`config.mk`:
```
export PLATFORM = sky130hd
export DESIGN_NAME = group_interleave_mux
export DESIGN_NICKNAME = d
export VERILOG_FILES = /design/src/rtl/gim_pkg.sv /design/src/rtl/gim_ctrl.sv /design/src/rtl/gim_datapath.sv /design/src/rtl/group_interleave_mux.sv
export SDC_FILE = /design/constraint.sdc
export NUM_CORES = 1
export LEC_CHECK = 0
export ABC_AREA = 1
export BUFFER_PORTS_ARGS = -buffer_cell sky130_fd_sc_hd__buf_2
export CAP_MARGIN = 0
export CORE_MARGIN = 2
export CORE_UTILIZATION = 55
export CTS_CLUSTER_SIZE = 40
export DETAILED_ROUTE_END_ITERATION = 12
export GPL_TIMING_DRIVEN = 0
export PLACE_DENSITY = 0.79
export SYNTH_ARGS = -nofsm -noshare
export SYNTH_HDL_FRONTEND = slang
export SYNTH_SLANG_ARGS = --single-unit
```
`constraint.sdc`:
```
create_clock -name clk -period 1.87 [get_ports clk]
set_input_delay 0.2805 -clock clk [delete_from_list [all_inputs] [get_ports clk]]
set_output_delay 0.2805 -clock clk [all_outputs]
set_load 0.03 [all_outputs]
```
`src/rtl/gim_pkg.sv`:
```
package gim_pkg;
  localparam int BYTE_W    = 8;
  localparam int NUM_TRIB  = 4;
  localparam int GROUP_LEN = 4;
  localparam int FRAME_LEN = NUM_TRIB * GROUP_LEN;
  localparam int SEL_W     = $clog2(FRAME_LEN);
  localparam int IN_W      = NUM_TRIB * BYTE_W;

  // Strobes from control to datapath
  typedef struct packed {
    logic             capture;  // register the tributary word
    logic             shift;    // push registered word into the pipeline
    logic             load;     // copy full pipeline into holding registers
    logic [SEL_W-1:0] sel;      // output byte index within the frame
  } gim_strobe_t;
endpackage

```
`src/rtl/gim_ctrl.sv`:
```
module gim_ctrl
  import gim_pkg::*;
(
  input  logic        clk,
  input  logic        rst_n,
  input  logic        inEn,
  input  logic        syncIn,
  output gim_strobe_t strobes
);
  localparam int WIDX_W = (GROUP_LEN > 1) ? $clog2(GROUP_LEN) : 1;

  logic              enD;
  logic              syncD;
  logic              aligned;
  logic              holdLoad;
  logic              lastShift;
  logic [WIDX_W-1:0] wordIdx;
  logic [SEL_W-1:0]  outCnt;

  // The shift that brings in the last word of a group
  always_comb begin
    lastShift = enD && (aligned || syncD) &&
                (syncD ? (GROUP_LEN == 1) : (wordIdx == WIDX_W'(GROUP_LEN - 1)));
  end

  always_ff @(posedge clk or negedge rst_n) begin
    if (!rst_n) begin
      enD      <= 1'b0;
      syncD    <= 1'b0;
      aligned  <= 1'b0;
      holdLoad <= 1'b0;
      wordIdx  <= '0;
      outCnt   <= '0;
    end else begin
      enD   <= inEn;
      syncD <= inEn & syncIn;
      if (enD) begin
        if (syncD) aligned <= 1'b1;
        if (lastShift)  wordIdx <= '0;
        else if (syncD) wordIdx <= WIDX_W'(1);
        else            wordIdx <= wordIdx + WIDX_W'(1);
      end
      holdLoad <= lastShift;
      if (holdLoad || outCnt == SEL_W'(FRAME_LEN - 1)) outCnt <= '0;
      else                                              outCnt <= outCnt + SEL_W'(1);
    end
  end

  always_comb begin
    strobes.capture = inEn;
    strobes.shift   = enD;
    strobes.load    = holdLoad;
    strobes.sel     = outCnt;
  end
endmodule

```
`src/rtl/gim_datapath.sv`:
```
module gim_datapath
  import gim_pkg::*;
(
  input  logic              clk,
  input  logic              rst_n,
  input  logic [IN_W-1:0]   tribIn,
  input  gim_strobe_t       strobes,
  output logic [BYTE_W-1:0] outData
);
  logic [FRAME_LEN*BYTE_W-1:0] heldBus;

  for (genvar t = 0; t < NUM_TRIB; t++) begin : g_trib
    logic [BYTE_W-1:0] inReg;
    logic [BYTE_W-1:0] pipe [GROUP_LEN];
    logic [BYTE_W-1:0] hold [GROUP_LEN];

    always_ff @(posedge clk or negedge rst_n) begin
      if (!rst_n) begin
        inReg <= '0;
        for (int i = 0; i < GROUP_LEN; i++) begin
          pipe[i] <= '0;
          hold[i] <= '0;
        end
      end else begin
        if (strobes.capture) inReg <= tribIn[t*BYTE_W +: BYTE_W];
        if (strobes.shift) begin
          for (int i = 0; i < GROUP_LEN - 1; i++) pipe[i] <= pipe[i+1];
          pipe[GROUP_LEN-1] <= inReg;
        end
        if (strobes.load) begin
          for (int i = 0; i < GROUP_LEN; i++) hold[i] <= pipe[i];
        end
      end
    end

    for (genvar i = 0; i < GROUP_LEN; i++) begin : g_byte
      assign heldBus[(t*GROUP_LEN + i)*BYTE_W +: BYTE_W] = hold[i];
    end
  end

  always_ff @(posedge clk or negedge rst_n) begin
    if (!rst_n) outData <= '0;
    else        outData <= heldBus[int'(strobes.sel)*BYTE_W +: BYTE_W];
  end
endmodule

```
`src/rtl/group_interleave_mux.sv`:
```
module group_interleave_mux
  import gim_pkg::*;
(
  input  logic              clk,
  input  logic              rst_n,
  input  logic              inEn,
  input  logic              syncIn,
  input  logic [IN_W-1:0]   tribIn,
  output logic [BYTE_W-1:0] outData
);
  gim_strobe_t strobes;

  gim_ctrl u_ctrl (
    .clk     (clk),
    .rst_n   (rst_n),
    .inEn    (inEn),
    .syncIn  (syncIn),
    .strobes (strobes)
  );

  gim_datapath u_datapath (
    .clk     (clk),
    .rst_n   (rst_n),
    .tribIn  (tribIn),
    .strobes (strobes),
    .outData (outData)
  );
endmodule

```
==> impl_metrics.prom, run 1 <==
# TYPE chip_impl_metric gauge
chip_impl_metric{name="power.density_cell_area",unit="mW/mm^2"} 1480
chip_impl_metric{name="grt_pass1_vias",unit=""} 10100
chip_impl_info{name="clock-root-buffer",value="sky130_fd_sc_hd__clkbuf_16"} 1
chip_impl_metric{name="clock_latency",unit="ns"} 0.56
chip_impl_metric{name="fin_nets",unit=""} 1637
chip_impl_metric{name="synthDominantCellAreaShare",unit="%"} 60.3
chip_impl_metric{name="final_min_period_over_clock_period",unit="%"} 97.3
chip_impl_metric{name="initial_utilization",unit="%"} 56.1
chip_impl_metric{name="worst-path-max-fanout",unit=""} 10
chip_impl_metric{name="post-route-worst-setup-slack",unit="ns"} 0.0511
chip_impl_metric{name="avgRoutedWirePerCell",unit="um"} 16.6
chip_impl_metric{name="grt_first_pass_wirelength",unit="mm"} 51.2
chip_impl_metric{name="clock_sinks",unit=""} 306
chip_impl_metric{name="dpl_worst_slack",unit="ns"} 0.158
chip_impl_metric{name="worst-endpoint-required",unit="ns"} 2.35
chip_impl_metric{name="postRouteAntennaNets",unit=""} 0
chip_impl_metric{name="area_growth",unit="%"} 15.7
chip_impl_metric{name="synth-warning-count",unit=""} 0
chip_impl_metric{name="synth-seq-cells",unit=""} 306
chip_impl_metric{name="synth_cells",unit=""} 1485
chip_impl_metric{name="timing.critical_path.slowest_cell_delay",unit="ns"} 0.64
chip_impl_metric{name="io_buffer_count",unit=""} 43
chip_impl_metric{name="die_x",unit="um"} 156
chip_impl_metric{name="drtIter0Drc",unit=""} 980
chip_impl_info{name="critical_path.endpoint_type",value="register"} 1
chip_impl_metric{name="setup_slack_of_the_most_critical_reg_to_reg_path",unit="ns"} 0.05
chip_impl_info{name="capturing_point_of_the_worst_reg2reg_path",value="u_datapath.outData[4]"} 1
chip_impl_metric{name="fmaxAchievable",unit="MHz"} 550
chip_impl_metric{name="totalNegativeSetupSlack",unit="ns"} 0
chip_impl_metric{name="maxSlewHeadroom",unit="%"} 45.8
chip_impl_metric{name="grt_use_total",unit="%"} 26.9
chip_impl_metric{name="synth_cell_type_count",unit=""} 18
chip_impl_metric{name="dr_total_vias",unit=""} 10300
chip_impl_info{name="crit_path_cell_trace",value="buf_2, clkbuf_1, nand3_1, nand3_1, nand3_1, nand2_1"} 1
chip_impl_metric{name="cap_viol_max_count",unit=""} 0
chip_impl_info{name="critPathMostFrequentCell",value="sky130_fd_sc_hd__nand3_1"} 1
chip_impl_metric{name="min_period",unit="ns"} 1.82
chip_impl_metric{name="hpwlAfterDp",unit="mm"} 21.3
chip_impl_metric{name="post_dp_cell_area",unit="mm^2"} 0.0134
chip_impl_metric{name="grt_max_degree",unit=""} 103
chip_impl_info{name="yosys-top-cells-area",value="sky130_fd_sc_hd__dfrtp_1 60%, sky130_fd_sc_hd__nand2_1 17%, sky130_fd_sc_hd__o21ai_0 8.0%"} 1
chip_impl_metric{name="worst_pin_slew",unit="ns"} 0.813
chip_impl_metric{name="drt_first_pass_iters",unit=""} 5
chip_impl_metric{name="synth_nets",unit=""} 1523
chip_impl_metric{name="post_synth_instance_area",unit="mm^2"} 0.0127
chip_impl_metric{name="critical_path_buf_inv_count",unit=""} 2
chip_impl_metric{name="fin_skew",unit="ns"} 0.0211
chip_impl_metric{name="arrival",unit="ns"} 2.30
chip_impl_metric{name="h_tree_levels",unit=""} 1
chip_impl_metric{name="drive_above_1_share",unit="%"} 9.79
chip_impl_metric{name="number_of_antenna_repair_diodes",unit=""} 0
chip_impl_metric{name="post-layout-total-power",unit="mW"} 21.7
chip_impl_metric{name="routed_via_density",unit=""} 5.40
chip_impl_info{name="critical_path.top_delay_family",value="buffers and inverters"} 1
chip_impl_info{name="slowest_cell_on_crit_path",value="sky130_fd_sc_hd__clkbuf_1"} 1
chip_impl_info{name="timing.hold.worst.class",value="input port to async pin"} 1
chip_impl_metric{name="drt_drc_violations_left",unit=""} 0
chip_impl_info{name="critical_path.reg2reg.startpoint",value="u_ctrl.outCnt[1]"} 1
chip_impl_metric{name="static-leakage-power",unit="nW"} 7.47
chip_impl_metric{name="cts.repair.resized",unit=""} 0
chip_impl_metric{name="initial_antenna_violation_count",unit=""} 0
chip_impl_metric{name="finish.instance_area",unit="mm^2"} 0.0147
chip_impl_info{name="cts_tree",value="yes"} 1
chip_impl_metric{name="top_level_ports",unit=""} 44
chip_impl_metric{name="final-hold-violation-count",unit=""} 0
chip_impl_metric{name="sequential_element_share_of_the_synthesized_area",unit="%"} 60.3
chip_impl_metric{name="clk_pin_slew",unit="ns"} 0.06
chip_impl_metric{name="synthesis.area_per_instance",unit="um^2"} 8.56
chip_impl_info{name="result_of_the_run",value="complete, no violations"} 1
chip_impl_metric{name="r2r_cells",unit=""} 6
chip_impl_metric{name="ir_drop",unit="uV"} 1010
chip_impl_metric{name="die_area",unit="mm^2"} 0.0243
chip_impl_metric{name="setup_viol",unit=""} 0
chip_impl_metric{name="slew_violations",unit=""} 0
chip_impl_metric{name="grt_overflow",unit=""} 0
chip_impl_info{name="timing.setup.critical_path_class",value="register to register"} 1
chip_impl_metric{name="cts_buffers",unit=""} 31
chip_impl_metric{name="row_count",unit=""} 55
chip_impl_info{name="rsz0062_at_grt",value="no"} 1
chip_impl_metric{name="die-height",unit="um"} 156
chip_impl_metric{name="gp_congestion",unit=""} 0.911
chip_impl_metric{name="cts.path.max_buffers",unit=""} 3
chip_impl_info{name="startpoint_type",value="register"} 1
chip_impl_metric{name="postRouteWirelength",unit="mm"} 31.7
chip_impl_metric{name="coreArea",unit="mm^2"} 0.0226
chip_impl_info{name="netlist.top_cell.by_area",value="sky130_fd_sc_hd__dfrtp_1"} 1
synthesized netlist by cell type, drive strengths merged:
library cell,count
o21bai,2
mux2,7
clkbuf,31
nand4,1
buf,57
dfrtp,306
a21oi,3
o21a,1
ha,2
o21ai,202
nand2,581
nor2,4
nand3,113
inv,174
nor3b,1
placed cells by master, fill, tap and decap left out:
cell / synthesis / routed
sky130_fd_sc_hd__clkbuf_16: 0 / 31
sky130_fd_sc_hd__inv_2: 1 / 1
sky130_fd_sc_hd__nand2_1: 581 / 581
sky130_fd_sc_hd__bufinv_16: 0 / 1
sky130_fd_sc_hd__nor2_1: 4 / 4
sky130_fd_sc_hd__buf_2: 39 / 81
sky130_fd_sc_hd__dfrtp_1: 306 / 306
sky130_fd_sc_hd__nor3b_1: 1 / 1
sky130_fd_sc_hd__ha_1: 2 / 2
sky130_fd_sc_hd__inv_6: 0 / 1
sky130_fd_sc_hd__dlygate4sd3_1: 0 / 35
sky130_fd_sc_hd__clkinv_2: 0 / 8
sky130_fd_sc_hd__nand4_1: 1 / 1
sky130_fd_sc_hd__buf_6: 6 / 6
sky130_fd_sc_hd__mux2_2: 7 / 7
sky130_fd_sc_hd__nand3_1: 113 / 113
sky130_fd_sc_hd__clkinvlp_4: 0 / 2
sky130_fd_sc_hd__buf_16: 0 / 3
sky130_fd_sc_hd__buf_4: 12 / 12
sky130_fd_sc_hd__clkbuf_1: 31 / 41
sky130_fd_sc_hd__buf_8: 0 / 1
sky130_fd_sc_hd__clkbuf_8: 0 / 5
sky130_fd_sc_hd__inv_1: 173 / 173
sky130_fd_sc_hd__o21ai_0: 202 / 202
sky130_fd_sc_hd__o21a_1: 1 / 1
sky130_fd_sc_hd__a21oi_1: 3 / 3
sky130_fd_sc_hd__o21bai_1: 2 / 2
final cells by class:
| class | instances | area [um^2] |
|---|---|---|
| Timing Repair Buffer | 81 | 658 |
| Inverter | 174 | 653 |
| Multi-Input combinational cell | 917 | 3930 |
| Tap cell | 285 | 357 |
| Clock inverter | 12 | 93.8 |
| Sequential cell | 306 | 7660 |
| Clock buffer | 46 | 882 |
| Fill cell | 1812 | 7940 |
| Buffer | 88 | 469 |
logic make-up (layout without fill, tap and decap cells):
family,after synthesis,after routing,synth area share [%]
compound gates,208,208,8.25
fa+ha+maj,2,2,0.197
buf+inv,262,401,8.83
flops,306,306,60.3
mux,7,7,0.620
simple gates,700,700,21.8
per-stage QoR:
step	hold slack, ns	cells	utilization (%)
2_1_floorplan	-0.0151	1485	-
4_1_cts	0.247	1909	64.9
5_1_grt	0.265	1909	64.9
3_5_place_dp	0.230	1816	59.1
3_3_place_gp	0.454	1813	58.7
6_report	0.234	1909	64.9
power by group:
group          internal, mW  switching [mW]  leakage, nW
registers              8.42           0.677         3.90
clock network          3.39            2.53        0.480
logic                  2.03            4.69         3.09
total                  13.8            7.89         7.47
registers in the layout, summed over array words and instances, names as in the netlist:
register / flops
u_datapath.g_trib.pipe: 128
u_ctrl.outCnt: 4
u_datapath.g_trib.hold: 128
u_ctrl.holdLoad: 1
u_ctrl.enD: 1
u_ctrl.wordIdx: 2
u_datapath.g_trib.inReg: 32
u_datapath.outData: 8
u_ctrl.syncD: 1
u_ctrl.aligned: 1
repair_timing:
action                                 4_1_cts  5_1_grt
endpoints found under the hold margin       87        0
buffers inserted                             0        0
hold buffers                                35        0
worst reg2reg max path, cell delays in order, from the launching register on:
cell and delay, ns:
sky130_fd_sc_hd__dfrtp_1 0.34, sky130_fd_sc_hd__buf_2 0.18, sky130_fd_sc_hd__clkbuf_1 0.64, sky130_fd_sc_hd__nand3_1 0.18, sky130_fd_sc_hd__nand3_1 0.17, sky130_fd_sc_hd__nand3_1 0.11, sky130_fd_sc_hd__nand2_1 0.14
layer usage:
metal	up-vias	part of all wire (%)	GRT usage, %
met4	0	1.9	7.56
met3	54	8.7	5.94
met5	-	0	0
met2	396	47	43.5
met1	5038	42	37.0
li1	4821	-	-
worst max path at each step:
stage	startpoint	to	slack (ns)	depth (start not counted)
after floorplan	u_ctrl.enD	u_datapath.g_trib[0].pipe[24]	0.74	5
after global placement	rst_n	u_datapath.g_trib[3].inReg[0]	-5.04	1
after detailed placement	u_ctrl.outCnt[1]	u_datapath.outData[4]	0.16	6
after CTS	u_ctrl.outCnt[1]	u_datapath.outData[4]	0.14	6
after global routing	u_ctrl.outCnt[1]	u_datapath.outData[4]	0.02	6
final	u_ctrl.outCnt[1]	u_datapath.outData[4]	0.05	6
(Power assumes the default switching activity.)
==> inputs of run 2 (changes only) <==
- CORE_UTILIZATION: 55 -> 66
- MAX_ROUTING_LAYER: unset -> met4
- PLACE_DENSITY: 0.79 -> 0.91
- REMOVE_ABC_BUFFERS: unset -> 1
==> impl_metrics.prom, run 2 (synthesis gave the netlist of run 1 again) <==
# TYPE chip_impl_metric gauge
chip_impl_info{name="reg.largest.list",value="u_datapath.g_trib.hold: 128 flops, u_datapath.g_trib.pipe: 128 flops, u_datapath.g_trib.inReg: 32 flops"} 1
chip_impl_metric{name="dpl_worst_slack",unit="ns"} -0.706
chip_impl_info{name="capturing_point_of_the_worst_reg2reg_path",value="u_ctrl.outCnt[3]"} 1
chip_impl_metric{name="avgRoutedWirePerCell",unit="um"} 16.7
chip_impl_metric{name="drt_first_pass_iters",unit=""} 8
chip_impl_metric{name="clk_pin_slew",unit="ns"} 0.06
chip_impl_metric{name="final_min_period_over_clock_period",unit="%"} 97.7
chip_impl_info{name="critical_path.reg2reg.startpoint",value="u_ctrl.outCnt[3]"} 1
chip_impl_metric{name="die-height",unit="um"} 143
chip_impl_metric{name="die_x",unit="um"} 143
chip_impl_info{name="timing.hold.worst.class",value="input port to async pin"} 1
chip_impl_metric{name="slew_violations",unit=""} 0
chip_impl_metric{name="arrival",unit="ns"} 2.26
chip_impl_metric{name="grt_max_degree",unit=""} 119
chip_impl_metric{name="gp_congestion",unit=""} 0.745
chip_impl_info{name="final_common_cell",value="sky130_fd_sc_hd__nand2_1"} 1
chip_impl_info{name="clock-root-buffer",value="sky130_fd_sc_hd__clkbuf_16"} 1
chip_impl_metric{name="fin_nets",unit=""} 1563
chip_impl_metric{name="worst-path-max-fanout",unit=""} 11
chip_impl_metric{name="worst-endpoint-required",unit="ns"} 2.30
chip_impl_metric{name="drtIter0Drc",unit=""} 1317
chip_impl_metric{name="fmaxAchievable",unit="MHz"} 547
chip_impl_metric{name="grt_first_pass_wirelength",unit="mm"} 48.2
chip_impl_info{name="startpoint_type",value="register"} 1
chip_impl_metric{name="cts_buffers",unit=""} 30
chip_impl_info{name="timing.setup.critical_path_class",value="register to register"} 1
chip_impl_info{name="layout.cells.most_common_list",value="581 x sky130_fd_sc_hd__nand2_1, 301 x sky130_fd_sc_hd__dfrtp_1, 202 x sky130_fd_sc_hd__o21ai_0"} 1
chip_impl_metric{name="die_area",unit="mm^2"} 0.0204
chip_impl_metric{name="final_core_utilization",unit="%"} 76.7
chip_impl_metric{name="io_buffer_count",unit=""} 43
chip_impl_metric{name="hold-worst-slack",unit="ns"} -0.252
chip_impl_metric{name="fin_skew",unit="ns"} 0.0247
chip_impl_metric{name="h_tree_levels",unit=""} 1
chip_impl_metric{name="power.density_cell_area",unit="mW/mm^2"} 1480
chip_impl_metric{name="clock_sinks",unit=""} 306
chip_impl_metric{name="area_growth",unit="%"} 13.4
chip_impl_metric{name="dr_total_vias",unit=""} 10200
chip_impl_metric{name="top_level_ports",unit=""} 44
chip_impl_metric{name="ir_drop",unit="uV"} 914
chip_impl_metric{name="postRouteWirelength",unit="mm"} 29.7
chip_impl_metric{name="setup_viol",unit=""} 0
chip_impl_metric{name="cts-hold-fix-buffers",unit=""} 33
chip_impl_metric{name="initial_utilization",unit="%"} 67.7
chip_impl_metric{name="r2r_cells",unit=""} 4
chip_impl_metric{name="worst_pin_slew",unit="ns"} 1.02
chip_impl_metric{name="min_period",unit="ns"} 1.83
chip_impl_metric{name="maxSlewHeadroom",unit="%"} 31.8
chip_impl_metric{name="post-route-worst-setup-slack",unit="ns"} 0.0429
chip_impl_info{name="critical_path.endpoint_type",value="register"} 1
chip_impl_metric{name="grt_use_total",unit="%"} 30.5
chip_impl_info{name="violated_checks",value="negative hold slack"} 1
chip_impl_metric{name="hpwlAfterDp",unit="mm"} 14.1
chip_impl_metric{name="cts.path.max_buffers",unit=""} 3
chip_impl_metric{name="drive_above_1_share",unit="%"} 8.09
chip_impl_metric{name="postRouteAntennaNets",unit=""} 0
chip_impl_info{name="cts_tree",value="yes"} 1
chip_impl_metric{name="grt_pass1_vias",unit=""} 10300
chip_impl_metric{name="final-hold-violation-count",unit=""} 99
chip_impl_metric{name="grt_overflow",unit=""} 0
chip_impl_metric{name="initial_antenna_violation_count",unit=""} 0
chip_impl_metric{name="drt_drc_violations_left",unit=""} 0
chip_impl_metric{name="coreArea",unit="mm^2"} 0.0188
chip_impl_metric{name="routed_via_density",unit=""} 5.74
chip_impl_metric{name="numPlacedInstances",unit=""} 1681
chip_impl_metric{name="clock_latency",unit="ns"} 0.57
chip_impl_metric{name="post_dp_cell_area",unit="mm^2"} 0.0130
chip_impl_info{name="result_of_the_run",value="finished, violations left"} 1
chip_impl_metric{name="row_count",unit=""} 50
chip_impl_metric{name="cap_viol_max_count",unit=""} 0
chip_impl_metric{name="setup_slack_of_the_most_critical_reg_to_reg_path",unit="ns"} 0.04
chip_impl_metric{name="number_of_antenna_repair_diodes",unit=""} 0
chip_impl_metric{name="static-leakage-power",unit="nW"} 7.27
chip_impl_metric{name="finish.instance_area",unit="mm^2"} 0.0144
chip_impl_metric{name="post_layout_nonfiller_instances",unit=""} 1780
[run 2: changes by cell type in the layout (fill, tap and decap cells not counted), moves of 4 or more]
cell	change
sky130_fd_sc_hd__buf_2	-39
sky130_fd_sc_hd__buf_16	+5
sky130_fd_sc_hd__dfrtp_4	+4
sky130_fd_sc_hd__dfrtp_1	-5
sky130_fd_sc_hd__buf_6	-5
sky130_fd_sc_hd__buf_4	-5
sky130_fd_sc_hd__clkbuf_1	-34
[run 2: critical path, cell delays in order (launching register included)]
cell,delay [ns]
sky130_fd_sc_hd__dfrtp_1,0.68
sky130_fd_sc_hd__inv_1,0.46
sky130_fd_sc_hd__o21bai_1,0.35
sky130_fd_sc_hd__a21oi_1,0.08
sky130_fd_sc_hd__o21a_1,0.14
[run 2: repair_timing]
item | in CTS | in global routing
setup buffers | 8 | 2
gates resized for setup | 8 | 2
endpoints found under the setup margin | 113 | 76
hold endpoints to repair | 132 | 99
gates cloned | 2 | 1
[run 2: report_power, final]
group	switching, mW	internal (mW)
sequential	1.08	8.44
combinational	4.12	2.01
clock	2.45	3.25
total	7.65	13.7
[run 2: layout make-up]
| class | count | area, um^2 |
|---|---|---|
| repair inverters | 1 | 7.51 |
| repair buffers | 95 | 900 |
| fillers | 1117 | 4360 |
| clock buffers | 44 | 885 |
| inverters | 174 | 673 |
| multi-input cells | 917 | 3930 |
| well taps | 234 | 293 |
| flip-flops and latches | 306 | 7670 |
| clock inverters | 9 | 45.0 |
[run 2: worst max path at each step]
| stage | slack (ns) | endpoint | from |
|---|---|---|---|
| floorplan | -2.66 | u_datapath.g_trib[0].pipe[10] | u_ctrl.enD |
| global placement | -6.17 | u_datapath.g_trib[0].pipe[26] | u_ctrl.enD |
| detailed placement | -0.71 | u_datapath.outData[7] | u_ctrl.outCnt[1] |
| CTS | 0.02 | u_datapath.g_trib[0].pipe[13] | u_ctrl.enD |
| global route | -0.02 | u_datapath.outData[3] | u_ctrl.outCnt[0] |
| finish | 0.04 | u_ctrl.outCnt[3] | u_ctrl.outCnt[3] |
[run 2: routing by layer]
metal | global-route usage [%] | part of all wire (%) | vias up
li1 | - | - | 4659
met1 | 38.7 | 38 | 4887
met2 | 49.3 | 50 | 554
met3 | 3.96 | 8.0 | 117
met4 | 14.6 | 3.7 | 0
met5 | - | 0 | -
[run 2: stage by stage]
stage	setup TNS [ns]	power [mW]	hold WS, ns
4_1_cts	0	21.0	-0.216
2_1_floorplan	-621.16	13.1	-0.0151
3_3_place_gp	-2772.14	14.6	0.454
5_1_grt	-0.0194	22.5	-0.179
6_report	0	21.3	-0.252
3_5_place_dp	-12.89	14.9	0.366
==> inputs of run 3 (changes only) <==
- ABC_AREA: 1 -> 0
- BUFFER_PORTS_ARGS: -buffer_cell sky130_fd_sc_hd__buf_2 -> unset
- CORE_UTILIZATION: 66 -> 68
- DONT_BUFFER_PORTS: unset -> 1
==> impl_metrics.prom, run 3 <==
# TYPE chip_impl_metric gauge
chip_impl_metric{name="worst-endpoint-required",unit="ns"} 2.34
chip_impl_metric{name="seq_power_share",unit="%"} 49.1
chip_impl_info{name="result_of_the_run",value="finished, violations left"} 1
chip_impl_metric{name="initial_utilization",unit="%"} 68.8
chip_impl_metric{name="grtUsageMet3",unit="%"} 3.67
chip_impl_metric{name="worst-path-max-fanout",unit=""} 8
chip_impl_info{name="rsz0062_at_grt",value="no"} 1
chip_impl_metric{name="postRouteWirelength",unit="mm"} 21.6
chip_impl_metric{name="die_area",unit="mm^2"} 0.0191
chip_impl_metric{name="synth_cells",unit=""} 722
chip_impl_info{name="synth_top_flop_cell",value="sky130_fd_sc_hd__dfrtp_1"} 1
chip_impl_metric{name="clock_sinks",unit=""} 306
chip_impl_metric{name="drt_first_pass_iters",unit=""} 4
chip_impl_metric{name="drtIter0Drc",unit=""} 332
chip_impl_info{name="cts_tree",value="yes"} 1
chip_impl_metric{name="internal_power",unit="mW"} 15.5
chip_impl_metric{name="synthDominantCellAreaShare",unit="%"} 62.6
chip_impl_metric{name="maxSlewHeadroom",unit="%"} 30.8
chip_impl_metric{name="fin_skew",unit="ns"} 0.0135
chip_impl_metric{name="number_of_antenna_repair_diodes",unit=""} 0
chip_impl_metric{name="asyncSetResetFlopFracSynth",unit="%"} 100
chip_impl_info{name="yosys-top-cells-area",value="sky130_fd_sc_hd__dfrtp_1 63%, sky130_fd_sc_hd__mux2_2 27%, sky130_fd_sc_hd__mux4_2 3.5%"} 1
chip_impl_metric{name="clock_latency",unit="ns"} 0.56
chip_impl_info{name="final_common_cell",value="sky130_fd_sc_hd__dfrtp_1"} 1
chip_impl_metric{name="area_growth",unit="%"} 12.7
chip_impl_metric{name="clock_power_share",unit="%"} 27.2
chip_impl_metric{name="coreArea",unit="mm^2"} 0.0178
chip_impl_info{name="synth_most_common_cell",value="sky130_fd_sc_hd__dfrtp_1"} 1
chip_impl_info{name="startpoint_type",value="register"} 1
chip_impl_metric{name="slew_violations",unit=""} 0
chip_impl_metric{name="worst_pin_slew",unit="ns"} 1.04
chip_impl_metric{name="netSwitchingFraction",unit="%"} 27.8
chip_impl_metric{name="setup_viol",unit=""} 0
chip_impl_metric{name="drt_drc_violations_left",unit=""} 0
chip_impl_metric{name="groute.layer.met1.usage",unit="%"} 31.9
chip_impl_metric{name="cts.path.max_buffers",unit=""} 3
chip_impl_metric{name="count_of_flip_flops_with_a_built_in_enable_after_synthesis",unit=""} 0
chip_impl_metric{name="grt_overflow",unit=""} 0
chip_impl_metric{name="power.share.combinational",unit="%"} 23.7
chip_impl_metric{name="synth_cell_type_count",unit=""} 27
chip_impl_metric{name="grt_max_degree",unit=""} 307
chip_impl_metric{name="row_count",unit=""} 49
chip_impl_info{name="synth_commonest_cells",value="306 x sky130_fd_sc_hd__dfrtp_1, 288 x sky130_fd_sc_hd__mux2_2, 20 x sky130_fd_sc_hd__buf_2, 19 x sky130_fd_sc_hd__mux4_2, 17 x sky130_fd_sc_hd__clkbuf_1"} 1
chip_impl_metric{name="hpwlAfterDp",unit="mm"} 12.1
chip_impl_info{name="globalRoute.busiestLayer",value="met2"} 1
chip_impl_info{name="timing.setup.critical_path_class",value="register to register"} 1
chip_impl_metric{name="post-layout-total-power",unit="mW"} 21.5
chip_impl_metric{name="die-height",unit="um"} 138
chip_impl_metric{name="ir_drop",unit="uV"} 944
chip_impl_metric{name="filler_cell_count",unit=""} 944
chip_impl_metric{name="grt_pass1_vias",unit=""} 6799
chip_impl_info{name="layout.cells.most_common_list",value="302 x sky130_fd_sc_hd__dfrtp_1, 288 x sky130_fd_sc_hd__mux2_2, 34 x sky130_fd_sc_hd__dlygate4sd3_1"} 1
chip_impl_metric{name="clk_pin_slew",unit="ns"} 0.06
chip_impl_metric{name="h_tree_levels",unit=""} 1
chip_impl_metric{name="fmaxAchievable",unit="MHz"} 556
chip_impl_metric{name="net-switching-power",unit="mW"} 5.98
chip_impl_metric{name="synth-seq-cells",unit=""} 306
chip_impl_metric{name="avgRoutedWirePerCell",unit="um"} 21.5
chip_impl_metric{name="top_level_ports",unit=""} 44
chip_impl_info{name="netlist.top_cell.by_area",value="sky130_fd_sc_hd__dfrtp_1"} 1
chip_impl_metric{name="synth-warning-count",unit=""} 0
chip_impl_metric{name="cts_buffers",unit=""} 30
chip_impl_metric{name="setup_slack_of_the_most_critical_reg_to_reg_path",unit="ns"} 0.07
chip_impl_metric{name="sequential_element_share_of_the_synthesized_area",unit="%"} 62.6
chip_impl_info{name="critical_path.endpoint_type",value="register"} 1
chip_impl_metric{name="drive_above_1_share",unit="%"} 48.3
chip_impl_metric{name="fin_nets",unit=""} 789
chip_impl_metric{name="die_x",unit="um"} 138
chip_impl_info{name="timing.hold.worst.class",value="input port to async pin"} 1
chip_impl_metric{name="final_min_period_over_clock_period",unit="%"} 96.2
chip_impl_metric{name="post_synth_instance_area",unit="mm^2"} 0.0122
chip_impl_metric{name="grt_use_total",unit="%"} 24.0
chip_impl_metric{name="routed_via_density",unit=""} 6.15
chip_impl_metric{name="grt_first_pass_wirelength",unit="mm"} 35.8
chip_impl_metric{name="postRouteAntennaNets",unit=""} 0
chip_impl_metric{name="synthesis.area_per_instance",unit="um^2"} 16.9
chip_impl_metric{name="arrival",unit="ns"} 2.27
chip_impl_info{name="violated_checks",value="negative hold slack"} 1
chip_impl_metric{name="io_buffer_count",unit=""} 0
chip_impl_metric{name="power.density_cell_area",unit="mW/mm^2"} 1560
chip_impl_metric{name="cap_viol_max_count",unit=""} 0
chip_impl_info{name="clock-root-buffer",value="sky130_fd_sc_hd__clkbuf_16"} 1
chip_impl_metric{name="hold-worst-slack",unit="ns"} -0.570
chip_impl_metric{name="initial_antenna_violation_count",unit=""} 0
chip_impl_metric{name="final-hold-violation-count",unit=""} 306
chip_impl_metric{name="cts-hold-fix-buffers",unit=""} 35
chip_impl_metric{name="min_period",unit="ns"} 1.80
chip_impl_info{name="reg.largest.list",value="u_datapath.g_trib.hold: 128 flops, u_datapath.g_trib.pipe: 128 flops, u_datapath.g_trib.inReg: 32 flops"} 1
chip_impl_metric{name="static-leakage-power",unit="nW"} 5.90
chip_impl_metric{name="dr_total_vias",unit=""} 6175
chip_impl_metric{name="gp_congestion",unit=""} 0.740
chip_impl_metric{name="gr-usage-met2",unit="%"} 39.5
## run 3: cell count changes after synthesis, sizes merged, moves of 14 or more
cell	before	now
buf	57	26
nand3	113	1
mux4	0	32
a22oi	0	16
o21ai	202	2
inv	174	2
mux2	7	288
clkbuf	31	17
nand2	581	9
## run 3: cell type report
type / instances / area, um^2 / area share (%)
flip-flops and latches: 306 / 7670 / 55.6
multi-input cells: 369 / 4330 / 31.4
clock buffers: 46 / 921 / 6.68
repair buffers: 42 / 509 / 3.69
well taps: 229 / 287 / 2.08
clock inverters: 10 / 67.6 / 0.490
inverters: 2 / 7.51 / 0.0544
## run 3: cell families (layout without fill, tap and decap cells)
logic type / after synthesis / count (layout) / share of synthesized area (%)
buffers and inverters: 47 / 100 / 2.13
xor gates and xnor gates: 1 / 1 / 0.0716
muxes: 320 / 320 / 32.8
adders and majority gates: 2 / 2 / 0.205
DFF: 306 / 306 / 62.6
AOI/OAI and AO/OA: 23 / 23 / 1.29
and+or+nand+nor: 23 / 23 / 0.931
## run 3: layer usage
metal  share of wire (%)  vias up
li1                    -     2707
met1                  41     3295
met2                  52      121
met3                 4.4       52
met4                 2.7        0
met5                   0        -
## run 3: path summary, 6_finish.rpt
check	to	cells past startpoint	startpoint
max in group asynchronous	u_datapath.g_trib[0].pipe[18]	0	rst_n
setup / recovery	u_datapath.outData[1]	3	u_ctrl.outCnt[3]
setup reg to reg	u_datapath.outData[1]	3	u_ctrl.outCnt[3]
min in group clk	u_ctrl.syncD	2	syncIn
hold / removal	u_ctrl.wordIdx[1]	0	rst_n
hold reg to reg	u_datapath.g_trib[0].hold[13]	1	u_datapath.g_trib[0].hold[13]
## run 3: repair_timing
item / CTS / global route
resized for setup: 3 / 3
buffers inserted: 2 / 0
setup endpoints to repair: 8 / 2
hold endpoints to repair: 340 / 306
cloned: 0 / 0
## run 3: power by group through the flow
stage / Clock [mW] / Combinational, mW / Sequential, mW
2_1_floorplan: 0 / 3.80 / 10.2
3_3_place_gp: 0 / 4.32 / 10.7
3_5_place_dp: 0 / 4.82 / 10.7
4_1_cts: 5.94 / 5.11 / 10.5
5_1_grt: 6.22 / 5.45 / 10.8
6_report: 5.84 / 5.08 / 10.5
## run 3: stage by stage
step	std cells	setup slack [ns]	TNS [ns]	instance area (um^2)	utilization [%]
3_3_place_gp	906	-3.00	-762.16	12300	69.0
2_1_floorplan	677	-1.68	-443.26	12000	-
3_5_place_dp	911	-0.381	-1.51	12400	69.8
6_report	1004	0.0702	0	13800	77.6
5_1_grt	1004	0.00208	0	13800	77.6
4_1_cts	1004	0.00725	0	13800	77.5
## run 3: worst max-delay path: stages (launching register included)
cell and delay (ns):
sky130_fd_sc_hd__dfrtp_1 0.45, sky130_fd_sc_hd__nor2b_1 0.85, sky130_fd_sc_hd__a22oi_1 0.30, sky130_fd_sc_hd__nand2_1 0.13
